$ cat src/rtl/usr_pkg.sv
package usr_pkg;

    typedef enum logic [1:0] {
        MODE_HOLD = 2'b00,
        MODE_SHR  = 2'b01,
        MODE_SHL  = 2'b10,
        MODE_LOAD = 2'b11
    } mode_e;

    // Candidate sources for one register bit
    typedef struct packed {
        logic load;
        logic left;
        logic right;
        logic hold;
    } taps_t;

    function automatic logic pick_tap(taps_t t, mode_e m);
        logic r;
        unique case (m)
            MODE_HOLD: r = t.hold;
            MODE_SHR:  r = t.right;
            MODE_SHL:  r = t.left;
            default:   r = t.load;
        endcase
        return r;
    endfunction

endpackage

$ cat src/rtl/usr_mux4.sv
module usr_mux4
    import usr_pkg::*;
(
    input  taps_t taps,
    input  mode_e sel,
    output logic  y
);
    always_comb y = pick_tap(taps, sel);
endmodule

$ cat src/rtl/usr_next.sv
module usr_next
    import usr_pkg::*;
#(
    parameter int W = 4
) (
    input  logic [W-1:0] cur,
    input  logic [W-1:0] load_val,
    input  logic         fill_hi,
    input  logic         fill_lo,
    input  mode_e        sel,
    output logic [W-1:0] nxt
);
    for (genvar i = 0; i < W; i++) begin : g_bit
        taps_t t;
        logic  from_above;
        logic  from_below;

        if (i == W-1) begin : g_top
            assign from_above = fill_hi;
        end else begin : g_mid_hi
            assign from_above = cur[i+1];
        end

        if (i == 0) begin : g_bot
            assign from_below = fill_lo;
        end else begin : g_mid_lo
            assign from_below = cur[i-1];
        end

        assign t.hold  = cur[i];
        assign t.right = from_above;
        assign t.left  = from_below;
        assign t.load  = load_val[i];

        usr_mux4 u_mux (
            .taps (t),
            .sel  (sel),
            .y    (nxt[i])
        );
    end
endmodule

$ cat src/rtl/usr_shift_reg.sv
module usr_shift_reg
    import usr_pkg::*;
#(
    parameter int W = 4
) (
    input  logic         clk,
    input  logic         clr_n,
    input  logic [1:0]   mode_sel,
    input  logic [W-1:0] par_in,
    input  logic         shift_in_hi,
    input  logic         shift_in_lo,
    output logic [W-1:0] par_out
);
    logic [W-1:0] state_q;
    logic [W-1:0] state_d;
    mode_e        mode;

    assign mode = mode_e'(mode_sel);

    usr_next #(.W(W)) u_next (
        .cur      (state_q),
        .load_val (par_in),
        .fill_hi  (shift_in_hi),
        .fill_lo  (shift_in_lo),
        .sel      (mode),
        .nxt      (state_d)
    );

    always_ff @(posedge clk or negedge clr_n) begin
        if (!clr_n) state_q <= '0;
        else        state_q <= state_d;
    end

    assign par_out = state_q;
endmodule

$ cat config.mk
export PLATFORM = sky130hd
export DESIGN_NAME = usr_shift_reg
export DESIGN_NICKNAME = d
export VERILOG_FILES = /design/src/rtl/usr_pkg.sv /design/src/rtl/usr_mux4.sv /design/src/rtl/usr_next.sv /design/src/rtl/usr_shift_reg.sv
export SDC_FILE = /design/constraint.sdc
export NUM_CORES = 1
export LEC_CHECK = 0
export CORE_AREA = 2 2 39 41
export CTS_CLUSTER_DIAMETER = 120
export DETAILED_ROUTE_END_ITERATION = 7
export DIE_AREA = 0 0 41 43
export DONT_BUFFER_PORTS = 1
export SETUP_SLACK_MARGIN = 0.2
export SLEW_MARGIN = 20
export SYNTH_ARGS = -nofsm -noshare
export SYNTH_HDL_FRONTEND = slang
export SYNTH_HIERARCHICAL = 1
export SYNTH_SLANG_ARGS = --single-unit
export TNS_END_PERCENT = 100
$ cat constraint.sdc
create_clock -name clk -period 1.3 [get_ports clk]
set_input_delay 0.325 -clock clk [delete_from_list [all_inputs] [get_ports clk]]
set_output_delay 0.325 -clock clk [all_outputs]
set_load 0.01 [all_outputs]
==> results of run 1 <==
==> power breakdown <==
group,switching [mW],internal (mW)
logic,0.00955,0.0393
clock network,0.0473,0.103
registers,0.0432,0.149
total,0.100,0.291
==> placed cells by master, fill, tap and decap left out <==
cell type,count
clkbuf_4,3
dfrtp_1,4
dlygate4sd3_1,1
mux4_2,4
==> cell families after synthesis <==
| family | share of synthesized area (%) |
|---|---|
| mux | 47.37 |
| flops | 52.63 |
==> cell type report <==
class / instances / area [sq um]
clock buffer: 3 / 22.52
fill: 157 / 1141
multi-input combinational: 4 / 90.09
sequential: 4 / 100.1
tap: 16 / 20.02
timing repair buffer: 1 / 10.01
==> timing repair <==
item                                    CTS  global route
endpoints found under the setup margin    0             0
endpoints found under the hold margin     4             0
hold buffers                              1             0
==> through the flow <==
stage | util [%] | hold slack [ps] | power, mW
finish | 17.54 | 277.9 | 0.3911
global route | 17.54 | 273.2 | 0.4103
CTS | 17.54 | 273.6 | 0.3997
detailed placement | 15.19 | 29.62 | 0.2389
global placement | 15.19 | 29.60 | 0.2311
floorplan | - | 29.41 | 0.2187
==> worst paths after layout <==
path	endpoint	slack [ps]	cells past startpoint
worst min-delay path	par_out[3]	280	1
worst min register to register	par_out[0]	710	1
max in group asynchronous	par_out[2]	750	1
worst max register to register	par_out[2]	220	1
worst max-delay path	par_out[2]	220	1
min in group asynchronous	par_out[1]	370	1
==> metal layers <==
metal,GRT usage [%],part of all wire (%)
met1,5.085,21
met2,7.500,35
met3,7.330,34
met4,14.00,9.0
met5,0,0
==> metrics.cfg, run 1 <==
[placement]
pre_cts_ws_ps=223.6
postPlaceCellArea_sq_um=210.2
place.gp.congestion=0.5546
place_inst=24
portBuffers=0

[logic_synthesis]
synth_edf_count=0
yosysUniqueCellTypes=2
ys_ff_latch=4
syn_area_sq_um=190.2
post_synth_most_frequent_cells=4 x dfrtp_1, 4 x mux4_2
syn_area_per_cell_sq_um=23.77
synth_nets=18
ys_warn_count=6
synth_top_cell_by_area=dfrtp_1
synthCells=8
synth-async-reset-ratio_pct=100.0
netlist_top_cells_area=dfrtp_1 53%, mux4_2 47%
synthFlopType=dfrtp_1
ys_seq_area_share_pct=52.63
yosys.area.top_type_share_pct=52.63

[timing]
worst_pin_slew_ps=227.6
report.final.slew_viol_count=0
finClkSkew_ps=2.397
setup_slack_ps=222.3
clock.fmax_mhz=927.9
slew-limit-headroom_pct=84.82
rsz0062_at_grt=false
hold_violations=0
fin_tns_setup_ps=0
setup_viol_count_final=0
min_period_over_period_pct=82.90
final.min_clock_period_ps=1078

[clocking]
cts-root-buf=clkbuf_4
numCtsBuffers=3
cts_max_level=1
clk_latency_ps=230
cts_num_sinks=4
cts_tree=yes
cts_resized=0
cts_buffer_depth=2
postCtsSetupBuffers=0
clk_pin_slew_ps=40

[critical_path]
cp-start-kind=flip-flop
crit_slowest_cell=mux4_2
max_stage_delay_ps=490
required_ps=1400
cp.arrival_ps=1170
reg2reg_from=par_out[1]
crit_fanout=4
crit_type=reg -> reg
end_kind=flip-flop
cp_cell_sequence=mux4_2
crit_path_start=par_out[1]
cp_top_family=multiplexers
path_buf_inv=0

[grt]
grt_pass1_vias=153
grt_first_pass_wirelength_um=683
grtUsageTotal_pct=7.551
antenna_found_initial=0
overflow=0
grt_max_degree=5

[final_layout]
post-route-cell-area_sq_um=242.7
largest_reg_flops=4
area_growth_pct=27.63
diodes=0
nets=24
layout-drive-gt1-share_pct=58.33
final_cells=28

[floorplan]
die_w_um=41
dieArea_sq_um=1763
initial_utilization_pct=13.74
ios=14
fp.coreArea_sq_um=1384
rows=14
die-height_um=43

[route]
viasPerCell=4.250
drt_first_pass_iters=1
drt_iter0_drc=0
ant_nets=0
wire_per_inst_um=17.39
via_count=119
drc=0
finalWirelength_um=487

[power]
power_density_nw_per_um2=1611
ir_drop_mv=0.4291
p_leak_nw=0.09028

[min_path]
hold_start=mode_sel[1]
hold_class=in -> reg

[run]
max_cap_violations=0

[outcome]
status=completed

Note: power is estimated with default switching activity, not from simulation.
==> run 2, diff against run 1 <==
Clock period 1.3 ns to 0.95 ns, I/O delays scaled along.
==> run 2 against run 1 <==
Against the previous run:
- the run now ends with setup timing left
- final cell count increased by 14%
- combinational power increased to 3.2 times the previous value
- highest routed layer unchanged
- largest power group unchanged
- die area unchanged
- non-clock buffer count increased by 4
- critical path type unchanged
- sequential share of layout area decreased by 6.5 points
- critical path depth unchanged
==> metrics.cfg, run 2 (same netlist as run 1, synthesis figures left out) <==
[outcome]
status=finished, violations left
violations=setup timing

[grt]
grtUsageTotal_pct=7.245  ; -0.31 points
grt_first_pass_wirelength_um=669  ; -2.0%
grt_busiest_layer=met4
grt_pass1_vias=166  ; +8.5%
overflow=0  ; unchanged
use_met1_pct=7.119  ; +2.0 points
antenna_found_initial=0  ; unchanged
grt_max_degree=5  ; unchanged
met2_usage_pct=7.813  ; +0.31 points
use_met3_pct=2.094  ; -5.2 points

[power]
power_density_nw_per_um2=2093  ; +30%
p_leak_nw=0.1145  ; +27%
ir_drop_mv=0.5861  ; +37%
power_mw=0.6024  ; +54%

[timing]
worst_pin_slew_ps=208.6  ; -19.07 ps
finClkSkew_ps=2.376  ; -0.02120 ps
report.final.slew_viol_count=0  ; unchanged
fin_tns_setup_ps=-505.4  ; -505.4 ps
setup_viol_count_final=8  ; +8
final.min_clock_period_ps=1028  ; -49.34 ps
min_period_over_period_pct=108.2  ; +25 points
slew-limit-headroom_pct=86.05  ; +1.2 points
hold_violations=0  ; unchanged
rsz0062_at_grt=true
setup_slack_ps=-78.35  ; -300.7 ps
clock.fmax_mhz=972.4  ; +4.8%

[floorplan]
die-height_um=43  ; unchanged
die_w_um=41  ; unchanged
rows=14  ; unchanged
dieArea_sq_um=1763  ; unchanged
initial_utilization_pct=13.74  ; unchanged
fp.coreArea_sq_um=1384  ; unchanged
ios=14  ; unchanged

[critical_path]
max_stage_delay_ps=480  ; about the same
path_buf_inv=0  ; unchanged
cp-start-kind=flip-flop
cp_cell_sequence=mux4_2
cp_top_family=multiplexers
crit_slowest_cell=mux4_2
end_kind=flip-flop
required_ps=1050  ; -350 ps
crit_fanout=4  ; unchanged
crit_type=reg -> reg
cp.arrival_ps=1120  ; -50 ps

[clocking]
cts-root-buf=clkbuf_4
clk_pin_slew_ps=40  ; about the same
postCtsSetupBuffers=0  ; unchanged
cts_num_sinks=4  ; unchanged
cts_tree=yes
cts_buffer_depth=2  ; unchanged
cts_max_level=1  ; unchanged
clk_latency_ps=230  ; about the same
numCtsBuffers=3  ; unchanged

[run]
max_cap_violations=0  ; unchanged

[final_layout]
area_growth_pct=51.32
diodes=0  ; unchanged
final_cells=32  ; +14%
post-route-cell-area_sq_um=287.8  ; +19%
layout-drive-gt1-share_pct=68.75  ; +10 points
largest_reg_flops=4  ; unchanged
final_cell_mix=4 x dfrtp_1, 4 x buf_6, 4 x mux4_2
nets=28  ; +17%
final_util_pct=20.80  ; +3.3 points

[route]
drt_iter0_drc=0  ; unchanged
wire_per_inst_um=14.72  ; -15%
via_count=133  ; +12%
ant_nets=0  ; unchanged
finalWirelength_um=471  ; -3.3%
viasPerCell=4.156  ; -2.2%
drt_first_pass_iters=1  ; unchanged
drc=0  ; unchanged

[placement]
portBuffers=0  ; unchanged
place_inst=28  ; +17%
place.gp.congestion=0.5577  ; +0.56%
postPlaceCellArea_sq_um=240.2  ; +14%

[min_path]
hold_class=in -> reg

[run 2: area by class of cell]
cell class	count	area (sq um)
fill	154	1096
sequential	4	100.1
multi-input combinational	4	90.09
timing repair buffer	5	55.05
clock buffer	3	22.52
tap	16	20.02
[run 2: through the flow]
step	hold WS, ps	setup slack [ps]
3_5_place_dp	-57.88	-66.07
3_3_place_gp	-57.90	-19.64
6_report	191.8	-78.35
5_1_grt	185.7	-102.8
4_1_cts	185.9	-86.32
2_1_floorplan	-58.09	-42.70
[run 2: path summary, 6_finish.rpt]
| path | cells after the start | endpoint | slack, ps | startpoint |
|---|---|---|---|---|
| max | 1 | par_out[2] | -80 | par_out[1] |
| min | 1 | par_out[0] | 190 | mode_sel[1] |
| max reg2reg | 1 | par_out[2] | -80 | par_out[1] |
| min reg2reg | 1 | par_out[0] | 660 | par_out[0] |
| max in group asynchronous | 1 | par_out[2] | 480 | clr_n |
| min in group asynchronous | 1 | par_out[1] | 290 | clr_n |
[run 2: per-layer routing]
layer / part of all wire [%] / up-vias / wire length [um]
met5: 0 / - / 0
met4: 9.3 / 0 / 44
met3: 20 / 4 / 93
met2: 37 / 16 / 175
met1: 34 / 61 / 158
li1: - / 52 / -
[run 2: repair_timing]
item	4_1_cts	5_1_grt
resized for setup	4	0
endpoints found under the setup margin	8	8
hold buffers	1	0
endpoints found under the hold margin	4	0
[run 2: where the power goes]
part / leakage [nW] / internal (mW) / switching, mW
Clock: 0.0138 / 0.141 / 0.0646
Combinational: 0.0539 / 0.111 / 0.0431
Sequential: 0.0468 / 0.204 / 0.0391
==> run 3, diff against run 2 <==
Settings changed: ABC_AREA set to 0, SYNTH_HIERARCHICAL 1 to unset.
==> run 3 against run 2 <==
Against the previous run:
- the run still ends with setup timing left
- non-clock buffer count is 6 higher
- fmax increased by 4.7%
- routed wire length rose by 61%
- clock power about the same
- sequential share of layout area is 14 points lower
- clock skew fell by 1.1 ps
==> metrics.cfg, run 3 <==
[outcome]
status=finished, violations left
violations=setup timing

[clocking]
cts_num_sinks=4  ; unchanged
cts_buffer_depth=2  ; unchanged
cts_tree=yes
clk_pin_slew_ps=40  ; about the same
cts_max_level=1  ; unchanged
clk_latency_ps=230  ; about the same
numCtsBuffers=3  ; unchanged
cts-root-buf=clkbuf_4

[critical_path]
crit_type=reg -> out
path_buf_inv=1  ; +1
cp-start-kind=flip-flop
crit_fanout=2  ; -2
max_stage_delay_ps=390  ; -90 ps
crit_slowest_cell=dfrtp_1
cp_cell_sequence=buf_6
required_ps=710  ; -340 ps
cp_top_family=flip-flops
cp.arrival_ps=740  ; -380 ps
end_kind=output port

[route]
viasPerCell=4.786  ; +15%
drc=0  ; unchanged
drt_iter0_drc=0  ; unchanged
finalWirelength_um=759  ; +61%
ant_nets=0  ; unchanged
via_count=268  ; +100%
drt_first_pass_iters=1  ; unchanged
wire_per_inst_um=13.55  ; -7.9%

[logic_synthesis]
synth_top_cell_by_area=dfrtp_1
ys_warn_count=0  ; -6
ys_seq_area_share_pct=38.65  ; -14 points
yosysMostFrequentCell=nor3_1
post_synth_most_frequent_cells=8 x nor3_1, 4 x a221oi_1, 4 x dfrtp_1, 4 x nor2b_1, 3 x ha_1
syn_area_sq_um=259.0  ; +36%
synth-async-reset-ratio_pct=100.0  ; unchanged
synthCells=26  ; +18
synth_edf_count=0  ; unchanged
ys_ff_latch=4  ; unchanged
netlist_top_cells_area=dfrtp_1 39%, nor3_1 15%, ha_1 14%, a221oi_1 14%, nor2b_1 9.7%
synth_nets=39  ; +21
yosys.area.top_type_share_pct=38.65  ; -14 points
syn_area_per_cell_sq_um=9.961  ; -58%
yosysUniqueCellTypes=7  ; +5
synthFlopType=dfrtp_1

[timing]
setup_viol_count_final=6  ; -2
final.min_clock_period_ps=982.3  ; -46.07 ps
slew-limit-headroom_pct=81.06  ; -5.0 points
worst_pin_slew_ps=284.1  ; +75.56 ps
finClkSkew_ps=1.291  ; -1.085 ps
report.final.slew_viol_count=0  ; unchanged
hold_violations=0  ; unchanged
min_period_over_period_pct=103.4  ; -4.8 points
rsz0062_at_grt=true
setup_slack_ps=-32.27  ; +46.07 ps
clock.fmax_mhz=1018  ; +4.7%

[final_layout]
fill_cells=143  ; -7.1%
area_growth_pct=86.96
final_cells=56  ; +75%
final_cell_mix=7 x nor3_1, 7 x buf_6, 4 x nor2b_1, 4 x dfrtp_1
nets=55  ; +96%
layout-drive-gt1-share_pct=55.00  ; -14 points
diodes=0  ; unchanged
largest_reg_flops=4  ; unchanged

[power]
ir_drop_mv=0.5636  ; -3.8%
p_leak_nw=0.2030  ; +77%
power_mw=0.7283  ; +21%
power_density_nw_per_um2=1504  ; -28%

[floorplan]
fp.coreArea_sq_um=1384  ; unchanged
rows=14  ; unchanged
dieArea_sq_um=1763  ; unchanged
die-height_um=43  ; unchanged
die_w_um=41  ; unchanged
initial_utilization_pct=18.72  ; +5.0 points
ios=14  ; unchanged

[placement]
portBuffers=0  ; unchanged
dp_hpwl_um=543.1
place.gp.congestion=0.7720  ; +38%
place_inst=47  ; +68%
pre_cts_ws_ps=-41.15  ; +24.92 ps

[min_path]
hold_class=in -> reg

[run]
max_cap_violations=0  ; unchanged

[grt]
grtUsageTotal_pct=9.749  ; +2.5 points
grt_first_pass_wirelength_um=1138  ; +70%
grt_max_degree=7  ; +2
grt_pass1_vias=305  ; +84%
antenna_found_initial=0  ; unchanged
overflow=0  ; unchanged

==> run 3: cell count changes in the layout (fill, tap and decap cells not counted), moves of 2 or more <==
| cell | change |
|---|---|
| buf_6 | +3 |
| ha_1 | +2 |
| a221oi_2 | +3 |
| buf_4 | +3 |
| mux4_2 | -4 |
| nor2b_1 | +4 |
| nor3_1 | +7 |
==> run 3: final timing paths <==
check	from	to	slack (ps)	cells after the start
max	par_out[1]	par_out[1]	-30	1
min	shift_in_hi	par_out[3]	220	2
max reg2reg	par_out[1]	par_out[2]	-10	3
min reg2reg	par_out[3]	par_out[2]	700	3
max in group asynchronous	clr_n	par_out[3]	500	1
min in group asynchronous	clr_n	par_out[0]	280	1
==> run 3: final cells by class <==
type / count / area, sq um / area share [%]
multi-input combinational: 20 / 205.2 / 42.38
timing repair buffer: 11 / 111.4 / 23.00
sequential: 4 / 100.1 / 20.67
inverter: 2 / 25.02 / 5.168
clock buffer: 3 / 22.52 / 4.651
tap: 16 / 20.02 / 4.134
==> run 3: kinds of logic after synthesis <==
| family | after synthesis | synth area share (%) |
|---|---|---|
| compound gates | 4 | 13.53 |
| fa+ha+maj | 3 | 14.49 |
| buf+inv | 2 | 2.900 |
| flops | 4 | 38.65 |
| simple gates | 13 | 30.43 |
==> run 3: power breakdown <==
part | leakage [nW] | switching [mW] | total [mW] | internal [mW]
clock | 0.0138 | 0.0623 | 0.203 | 0.141
sequential | 0.0465 | 0.0229 | 0.223 | 0.200
combinational | 0.143 | 0.125 | 0.302 | 0.177
total | 0.203 | 0.210 | 0.728 | 0.518
==> run 3: what timing repair did <==
| item | 4_1_cts | 5_1_grt |
|---|---|---|
| hold buffers | 1 | 0 |
| buffers inserted | 4 | 1 |
| endpoints found under the setup margin | 8 | 8 |
| pin swaps | 3 | 5 |
| gates resized for setup | 4 | 5 |
| endpoints found under the hold margin | 4 | 0 |
==> run 3: per-layer routing <==
metal  global-route usage (%)  wire length, um  up-vias
met1                    8.710              252      129
met4                    4.000                0        0
met5                        0                0        -
met3                    8.377               90        0
met2                    15.00              416       12
li1                         -                -      127
==> run 3: through the flow <==
step | utilization [%] | instance area, sq um | setup TNS, ps | hold slack [ps]
CTS | 32.46 | 449.2 | -166.5 | 200.4
finish | 34.99 | 484.2 | -137.0 | 216.6
detailed placement | 26.85 | 371.6 | -156.1 | -58.01
global placement | 26.85 | 371.6 | -95.54 | -57.99
floorplan | - | 314.1 | 0 | -58.09
global route | 34.99 | 484.2 | -396.0 | 226.8
